$ cat config.mk
export PLATFORM = sky130hd
export DESIGN_NAME = burst_rd_seq
export DESIGN_NICKNAME = d
export VERILOG_FILES = /design/src/rtl/brs_pkg.sv /design/src/rtl/brs_clkgen.sv /design/src/rtl/brs_cfg.sv /design/src/rtl/brs_fsm.sv /design/src/rtl/burst_rd_seq.sv
export SDC_FILE = /design/constraint.sdc
export NUM_CORES = 1
export LEC_CHECK = 0
export ABC_CLOCK_PERIOD_IN_PS = 6800
export BUFFER_PORTS_ARGS = -buffer_cell sky130_fd_sc_hd__buf_2
export CAP_MARGIN = 20
export CORE_MARGIN = 5
export CORE_UTILIZATION = 53
export DETAILED_ROUTE_END_ITERATION = 8
export PLACE_DENSITY = 0.85
export REMOVE_ABC_BUFFERS = 1
export SYNTH_ARGS = -nofsm -noshare
export SYNTH_HDL_FRONTEND = slang
export SYNTH_SLANG_ARGS = --single-unit
$ cat constraint.sdc
create_clock -name clk -period 6.8 [get_ports clk]
set_clock_uncertainty 0.15 [all_clocks]
set_input_delay 1.02 -clock clk [delete_from_list [all_inputs] [get_ports clk]]
set_output_delay 1.02 -clock clk [all_outputs]
set_load 0.02 [all_outputs]
$ cat src/rtl/brs_pkg.sv
package brs_pkg;

    typedef struct packed {
        logic       gate;
        logic       shared;
        logic [2:0] blen;
        logic [2:0] lat;
    } brs_cfg_t;

    localparam int WCNT_W = 11;
    localparam brs_cfg_t CFG_RESET = '{gate: 1'b0, shared: 1'b0, blen: 3'd0, lat: 3'd4};

    typedef enum logic [2:0] {
        ST_IDLE,
        ST_ADDR,
        ST_WAIT,
        ST_DATA,
        ST_GAP
    } brs_state_e;

    function automatic logic is_cont(input logic [2:0] code);
        return code > 3'd4;
    endfunction

    function automatic logic [WCNT_W-1:0] burst_words(input logic [2:0] code);
        case (code)
            3'd0:    return WCNT_W'(4);
            3'd1:    return WCNT_W'(8);
            3'd2:    return WCNT_W'(16);
            3'd3:    return WCNT_W'(32);
            3'd4:    return WCNT_W'(1024);
            default: return '0;
        endcase
    endfunction

    function automatic logic [2:0] eff_lat(input logic [2:0] lat);
        return (lat < 3'd3) ? 3'd3 : lat;
    endfunction

endpackage

$ cat src/rtl/brs_clkgen.sv
module brs_clkgen (
    input  logic clk,
    input  logic rst,
    input  logic gate_en,
    input  logic busy,
    output logic ph,
    output logic ph_nxt
);
    logic run;

    assign run    = !gate_en || busy;
    assign ph_nxt = run ? !ph : 1'b0;

    always_ff @(posedge clk) begin
        if (rst) ph <= 1'b0;
        else     ph <= ph_nxt;
    end


    gated_idle_low_chk: assert property (@(posedge clk) disable iff (rst)
        (gate_en && !busy && $past(gate_en && !busy)) |-> !ph);


    free_toggle_chk: assert property (@(posedge clk) disable iff (rst)
        (!gate_en && $past(!gate_en) && !$past(rst)) |-> (ph != $past(ph)));

endmodule

$ cat src/rtl/brs_cfg.sv
module brs_cfg
    import brs_pkg::*;
(
    input  logic     clk,
    input  logic     rst,
    input  logic     we,
    input  logic [7:0] wdata,
    input  logic     busy,
    output brs_cfg_t cfg,
    output logic     err
);
    always_ff @(posedge clk) begin
        if (rst) begin
            cfg <= CFG_RESET;
            err <= 1'b0;
        end else if (we) begin
            if (busy) err <= 1'b1;
            else      cfg <= brs_cfg_t'(wdata);
        end
    end


    refused_hold_chk: assert property (@(posedge clk) disable iff (rst)
        (we && busy) |=> (cfg == $past(cfg)));


    refused_flag_chk: assert property (@(posedge clk) disable iff (rst)
        (we && busy) |=> err);

endmodule

$ cat src/rtl/brs_fsm.sv
module brs_fsm
    import brs_pkg::*;
#(
    parameter int ADDR_W = 16,
    parameter int DATA_W = 16,
    parameter int NCS    = 8,
    localparam int CS_W  = (NCS > 1) ? $clog2(NCS) : 1
) (
    input  logic              clk,
    input  logic              rst,
    input  brs_cfg_t          cfg,
    input  logic              tick,
    input  logic              ph_nxt,
    input  logic              cfg_we,
    input  logic              req,
    input  logic [ADDR_W-1:0] req_addr,
    input  logic [CS_W-1:0]   req_cs,
    input  logic [DATA_W-1:0] dev_rdata,
    output logic              rdy,
    output logic              busy,
    output logic              rd_valid,
    output logic [DATA_W-1:0] rd_data,
    output logic [NCS-1:0]    dev_cs_n,
    output logic              dev_avd_n,
    output logic              dev_oe_n,
    output logic [ADDR_W-1:0] dev_addr,
    output logic [DATA_W-1:0] dev_ad_out,
    output logic              dev_ad_oe
);
    brs_state_e          state;
    logic [ADDR_W-1:0]   addr_q;
    logic [CS_W-1:0]     cs_q;
    logic [2:0]          lat_left;
    logic [WCNT_W-1:0]   wcnt;
    logic                last_word;
    logic                selected;

    assign busy      = (state != ST_IDLE);
    assign rdy       = (state == ST_IDLE) && !ph_nxt && !cfg_we;
    assign last_word = is_cont(cfg.blen) ? !req
                                         : ((wcnt + WCNT_W'(1)) == burst_words(cfg.blen));
    assign selected  = (state == ST_ADDR) || (state == ST_WAIT) || (state == ST_DATA);

    always_ff @(posedge clk) begin
        if (rst) begin
            state    <= ST_IDLE;
            addr_q   <= '0;
            cs_q     <= '0;
            lat_left <= '0;
            wcnt     <= '0;
            rd_valid <= 1'b0;
            rd_data  <= '0;
        end else begin
            rd_valid <= 1'b0;
            case (state)
                ST_IDLE: if (req && rdy) begin
                    state  <= ST_ADDR;
                    addr_q <= req_addr;
                    cs_q   <= req_cs;
                end
                ST_ADDR: if (tick) begin
                    state    <= ST_WAIT;
                    lat_left <= eff_lat(cfg.lat) - 3'd1;
                end
                ST_WAIT: if (tick) begin
                    if (lat_left == 3'd1) begin
                        state <= ST_DATA;
                        wcnt  <= '0;
                    end else begin
                        lat_left <= lat_left - 3'd1;
                    end
                end
                ST_DATA: if (tick) begin
                    rd_valid <= 1'b1;
                    rd_data  <= dev_rdata;
                    wcnt     <= wcnt + WCNT_W'(1);
                    if (last_word) state <= ST_GAP;
                end
                ST_GAP: if (tick) state <= ST_IDLE;
                default: state <= ST_IDLE;
            endcase
        end
    end

    for (genvar g = 0; g < NCS; g++) begin : g_cs
        assign dev_cs_n[g] = !(selected && (cs_q == CS_W'(g)));
    end

    assign dev_avd_n  = (state != ST_ADDR);
    assign dev_oe_n   = !((state == ST_WAIT) || (state == ST_DATA));
    assign dev_ad_oe  = cfg.shared && (state == ST_ADDR);
    assign dev_ad_out = dev_ad_oe ? DATA_W'(addr_q) : '0;
    assign dev_addr   = (!cfg.shared && selected) ? addr_q : '0;


    avd_two_low_chk: assert property (@(posedge clk) disable iff (rst)
        $fell(dev_avd_n) |=> !dev_avd_n);


    avd_ends_chk: assert property (@(posedge clk) disable iff (rst)
        (!dev_avd_n && $past(!dev_avd_n)) |=> dev_avd_n);


    cs_onehot_chk: assert property (@(posedge clk) disable iff (rst)
        $onehot0(~dev_cs_n));


    valid_single_chk: assert property (@(posedge clk) disable iff (rst)
        rd_valid |=> !rd_valid);


    ready_idle_chk: assert property (@(posedge clk) disable iff (rst)
        busy |-> !rdy);

endmodule

$ cat src/rtl/burst_rd_seq.sv
module burst_rd_seq
    import brs_pkg::*;
#(
    parameter int ADDR_W = 16,
    parameter int DATA_W = 16,
    parameter int NCS    = 8,
    localparam int CS_W  = (NCS > 1) ? $clog2(NCS) : 1
) (
    input  logic              clk,
    input  logic              rst,
    input  logic              cfg_we,
    input  logic [7:0]        cfg_wdata,
    output logic              cfg_err,
    input  logic              req,
    input  logic [ADDR_W-1:0] req_addr,
    input  logic [CS_W-1:0]   req_cs,
    output logic              rdy,
    output logic              rd_valid,
    output logic [DATA_W-1:0] rd_data,
    output logic              busy,
    output logic              dev_clk,
    output logic [NCS-1:0]    dev_cs_n,
    output logic              dev_avd_n,
    output logic              dev_oe_n,
    output logic [ADDR_W-1:0] dev_addr,
    output logic [DATA_W-1:0] dev_ad_out,
    output logic              dev_ad_oe,
    input  logic [DATA_W-1:0] dev_rdata
);
    brs_cfg_t cfg;
    logic     ph;
    logic     ph_nxt;

    brs_cfg u_cfg (
        .clk   (clk),
        .rst   (rst),
        .we    (cfg_we),
        .wdata (cfg_wdata),
        .busy  (busy),
        .cfg   (cfg),
        .err   (cfg_err)
    );

    brs_clkgen u_clk (
        .clk     (clk),
        .rst     (rst),
        .gate_en (cfg.gate),
        .busy    (busy),
        .ph      (ph),
        .ph_nxt  (ph_nxt)
    );

    brs_fsm #(.ADDR_W(ADDR_W), .DATA_W(DATA_W), .NCS(NCS)) u_fsm (
        .clk        (clk),
        .rst        (rst),
        .cfg        (cfg),
        .tick       (ph),
        .ph_nxt     (ph_nxt),
        .cfg_we     (cfg_we),
        .req        (req),
        .req_addr   (req_addr),
        .req_cs     (req_cs),
        .dev_rdata  (dev_rdata),
        .rdy        (rdy),
        .busy       (busy),
        .rd_valid   (rd_valid),
        .rd_data    (rd_data),
        .dev_cs_n   (dev_cs_n),
        .dev_avd_n  (dev_avd_n),
        .dev_oe_n   (dev_oe_n),
        .dev_addr   (dev_addr),
        .dev_ad_out (dev_ad_out),
        .dev_ad_oe  (dev_ad_oe)
    );

    assign dev_clk = ph;

endmodule

Word level (Yosys, flattened, before mapping)
Cells that the tools add are included.

storage, ports and cells
  memories = 0
  memory bits (read-only) = 0
  latch bits = 0
  word-level logic and storage cells = 115
  input port bits = 47
  RAM bits = 0
  flip-flop bits (word level) = 63
  output and inout port bits = 64

cells by class
  reductions and logical operators = 46
  bitwise gates (word level) = 2
  multipliers = 0
  $add $sub $neg = 3
  magnitude comparators = 2
  shift operators = 0
  muxes and demuxes = 23
  divide/modulo/power cells = 0
  eq/ne operators = 26

operators with widths
  operator                 number
  $pmux W11 S5             1
  $mux W11                 3
  $mux W3                  11
  $mux W16                 2
  $pmux W11 S2             1
  $eq A3 B2 Y1 const B     6
  $eq A3 B3 Y1 const B     6
  $logic_not A1 Y1         15
  $pmux W3 S5              1
  $ne A2 B2 Y1 const B     7
  $logic_and A1 B1 Y1      13
  $eq A3 B1 Y1 const B     4
  $add A11 B1 Y11 const B  1
  $eq A11 B11 Y1           1
  $logic_not A3 Y1         3
  $reduce_and A2 Y1        4
  $reduce_and A4 Y1        2
  $reduce_and A7 Y1        1
  $pmux W3 S2              1
  $sub A3 B1 Y3 const B    2
  $logic_or A1 B1 Y1       4
  $reduce_bool A2 Y1       2
  $gt A3 B3 Y1 const B     1
  $lt A3 B2 Y1 const B     1
  6 further kinds          9

Logic depth before layout (Yosys ltp)
  depth in word-level cells = 9
  depth in mapped cells = 9
  depth with buffers taken out = 8

Cells and area by module
A second synthesis with hierarchy kept.

second synthesis, totals
  cell total of the unflattened synthesis = 411
  area, all modules = 3129.3 sq um

modules (own cells, without submodules)
  module      times used  area each (sq um)  sequential area each (sq um)  cells each
  brs_fsm     1           2702.6             1061.0                        369
  brs_cfg     1           379.1              180.2                         38
  brs_clkgen  1           47.5               20.0                          4

Worst setup path before layout
No wires, ideal clock.

  path kind = flip-flop to output port
  start point = register u_fsm.state[2]
  end point = output dev_ad_out[10]
  slack = 3718 ps
  buffers on the path = 2
  data required time = 5630 ps
  arrival time = 1912 ps
  stages on the path, launching flop included = 6
  cell sequence = dfxtp_1 buf_4 or3b_2 nor2_1 clkbuf_1 and2_1

between the ends
  cells in the longest elaborated chain, start to end = 3

ends and longest elaborated chain
  what                    line                RTL
  start, declared         brs_fsm.sv:30       brs_state_e state;
  start signal, assigned  brs_fsm.sv:46       state <= ST_IDLE;
  start signal, assigned  brs_fsm.sv:57       state <= ST_ADDR;
  start signal, assigned  brs_fsm.sv:62       state <= ST_WAIT;
  $eq A3 B1 Y1            brs_fsm.sv:91       assign dev_ad_oe = cfg.shared && (state == ST_ADDR);
  $logic_and A1 B1 Y1     brs_fsm.sv:91
  named net dev_ad_oe     burst_rd_seq.sv:27  output logic dev_ad_oe,
  $mux W16                brs_fsm.sv:92       assign dev_ad_out = dev_ad_oe ? DATA_W'(addr_q) : '0;
  end, declared           burst_rd_seq.sv:26  output logic [DATA_W-1:0] dev_ad_out,

The timed path passes the listed nets, and every way through them passes these cells.

Final worst setup path
  start point = register u_fsm.state[0]
  end point = output dev_ad_out[5]

between the ends
  cells in the longest elaborated chain, start to end = 3

ends and longest elaborated chain
  what                 line
  $eq A3 B1 Y1         brs_fsm.sv:91
  $logic_and A1 B1 Y1  brs_fsm.sv:91
  $mux W16             brs_fsm.sv:92

No other way between the ends.

==> summary.txt <==
Critical path
  – Critical Path RT: 5.63 ns
  – WP data arrival: 2.51 ns
  – CP Launch Type: flop
  – FF-to-FF path depth: 7
  – Worst-path cell with the longest stage delay: nor2_1
  – Worst-path maximum fanout: 17
  – Max incr delay on CP: 0.65 ns
  – Critical path depth: 4
  – Critical path buffers and inverters: 1
  – CP top delay family: simple AND/OR/NAND/NOR gates
  – Setup CP Type: flop to output port
  – Crit end category: output port
  – Critical path, cell by cell: or3b_2 > nor2_1 > and2_1 > buf_2

Floorplan
  – Starting Density: 55.1%
  – Ports: 111
  – Die X: 85.9 µm
  – Die Area: 7380 µm²
  – Die height: 85.9 µm
  – Cell Rows: 27
  – Core ar.: 5540 µm²

Pwr
  – Sw Share: 34.6%
  – Max VDD drop: 0.255 mV
  – P_leak: 0.00166 µW
  – Pwr/cell area: 281 nW/µm²
  – Clk network pwr share: 31.1%
  – Register share of total power: 41.3%
  – Sw Pwr: 371 µW
  – P_int: 700 µW
  – Logic pwr share: 27.5%

Drt
  – Final ANT Viol Nets: 0
  – Via density: 5.22
  – WL/cell: 13.2 µm
  – Drt pass-1 iters: 4
  – Final wirelength: 7630 µm
  – Total number of vias: 3015
  – 1st-iter DRT viols: 162
  – # DRC: 0

Synthesis
  – FFs w/ async S/R, synth: 0%
  – Average cell area after synthesis: 7.58 µm²
  – Post-Synthesis Cells: 403
  – FF+latch count, synth: 63
  – Syn Std Cell Area: 3060 µm²
  – Post-synth top cells: nand2_1, dfxtp_1, a21oi_1, and2_1, clkbuf_1
  – Leading area contributor after synthesis: dfxtp_1
  – Synth area leaders: dfxtp_1, nand2_1, a21oi_1
  – Synth Warn #: 0
  – EDFF count, synth: 0
  – Sequential fraction of the synthesis area: 41.3%
  – Share of the synthesized area in the top cell type: 41.3%
  – Synth cell types: 48
  – Most frequent cell after synthesis: nand2_1
  – Main flop type after synthesis: dfxtp_1

Run status
  – Status: complete, no violations

Clock tree
  – Clk Latency, worst-skew pair: 0.34 ns
  – # clock sinks: 63
  – Clock slew seen by the registers of the worst setup and hold paths: 0.07 ns
  – Clk root buf: clkbuf_8
  – # resized after CTS: 0
  – H-tree Lvls: 3
  – Buffer count from post-CTS setup fixing: 0
  – CTS buffer count: 9
  – Max clock buf depth: 2
  – Hold Buf Count CTS: 0
  – TritonCTS clock tree: built

STA
  – WHS: 0.300 ns
  – Max-Slew Margin vs Limit: 32.7%
  – Slew Viols, Final: 0
  – Tmin final: 3.68 ns
  – Post-route setup TNS: 0 ns
  – Fmax: 272 MHz
  – # setup viols final: 0
  – Final Cycle Share: 54.2%
  – Slew @ Worst Pin: 1.01 ns
  – Final Hold Vio Count: 0
  – RSZ-0062 raised after global routing: no

Finish
  – Nets@finish: 552
  – P&R area growth vs syn: 24.8%
  – Post-route cell area: 3810 µm²
  – Layout cells sized above 1: 26.7%
  – Ant diodes: 0

Placement
  – Port buffer count: 110
  – HPWL after DPL: 5560 µm
  – Area post-placement: 3600 µm²
  – GP Congestion: 0.808

Global route
  – Antenna violations before repair: 0
  – Global route overflow: 0
  – First-pass GRT wire length: 12200 µm
  – GRT Util Overall: 20.4%
  – Vias in the first global route: 2769
  – Largest net degree at the start of global routing: 56

Run
  – Max Cap Violations: 0

Min path
  – Hold Crit Depth: 2
  – Type of the tightest min-delay check: flop to flop
[per-stage QoR]
| stage | total power (µW) | utilization (%) | instances | setup slack, ns |
|---|---|---|---|---|
| global placement | 727 | 65.0 | 561 | 3.38 |
| detailed placement | 740 | 65.0 | 561 | 3.30 |
| global route | 1130 | 68.8 | 578 | 2.93 |
| floorplan | 645 | - | 379 | 3.58 |
| finish | 1070 | 68.8 | 578 | 3.12 |
| CTS | 1070 | 68.7 | 577 | 3.06 |
[layout by cell type, fill, tap and decap left out, types with 2 or more instances in the layout]
cell type | Yosys | routed
nand4_1 | 3 | 3
or2_2 | 2 | 2
ha_1 | 4 | 4
o31ai_1 | 4 | 4
clkbuf_8 | 0 | 11
nor3b_1 | 2 | 2
a21oi_1 | 51 | 51
o22ai_1 | 2 | 2
and2_1 | 36 | 36
nor2_1 | 13 | 13
xnor2_1 | 4 | 4
mux2i_1 | 3 | 3
nor2b_1 | 12 | 12
o21ai_0 | 15 | 15
nand2_1 | 104 | 104
inv_1 | 7 | 7
and3_1 | 2 | 2
or3_1 | 3 | 3
clkinv_2 | 0 | 2
a221oi_1 | 2 | 2
nand3_1 | 9 | 9
buf_2 | 3 | 110
a31oi_1 | 3 | 3
dfxtp_1 | 63 | 63
nand3b_1 | 3 | 3
nor3_1 | 7 | 7
xor2_1 | 2 | 2
o211ai_1 | 3 | 3
[registers in the layout (all words and copies together), names as in the netlist]
| signal | cells |
|---|---|
| u_clk.ph | 1 |
| u_fsm.wcnt | 11 |
| u_fsm.state | 3 |
| u_cfg.err | 1 |
| u_fsm.rd_data | 16 |
| u_fsm.cs_q | 3 |
| u_cfg.cfg | 8 |
| u_fsm.lat_left | 3 |
| u_fsm.addr_q | 16 |
| u_fsm.rd_valid | 1 |
[power groups by stage]
stage / registers [µW] / logic, µW / clock network [µW]
2_1_floorplan: 445 / 200 / 0
3_3_place_gp: 447 / 279 / 0
3_5_place_dp: 451 / 289 / 0
4_1_cts: 442 / 292 / 339
5_1_grt: 448 / 329 / 357
6_report: 443 / 295 / 334
[area by class of cell]
class,instances,area (µm²)
clock buffer,11,151
clock inverter,5,56.3
fill,483,1730
inverter,9,33.8
multi-input combinational,307,1660
sequential,63,1260
tap,72,90.1
timing repair buffer,111,558
[routing by layer]
layer	GRT usage (%)	part of all wire (%)	vias to the layer above
met5	0	0	-
met2	35.1	48	107
met3	8.07	10	10
met1	22.9	41	1351
met4	6.76	1.4	0
li1	-	-	1547
[kinds of logic after synthesis]
group                      share of synthesized area, %
AOI/OAI and AO/OA                                  16.8
xor gates and xnor gates                           1.72
adders and majority gates                          1.64
buffers and inverters                              4.30
DFF                                                41.3
muxes                                              1.35
and+or+nand+nor                                    32.9
[worst paths after layout]
check,startpoint,to,slack (ns)
setup / recovery,u_fsm.state[0],dev_ad_out[5],3.12
hold / removal,u_fsm.rd_data[5],u_fsm.rd_data[5],0.30
setup reg to reg,u_fsm.state[2],u_fsm.state[0],3.72
hold reg to reg,u_fsm.rd_data[5],u_fsm.rd_data[5],0.30
[worst reg2reg max path, stage by stage (launching register included)]
cell,delay [ns]
dfxtp_1,0.43
nor3_4,0.30
inv_2,0.10
nor4b_4,0.84
o22ai_1,0.30
nor4b_2,0.31
a31o_2,0.22
mux2_1,0.32
Power figures use the tool's default switching activity.
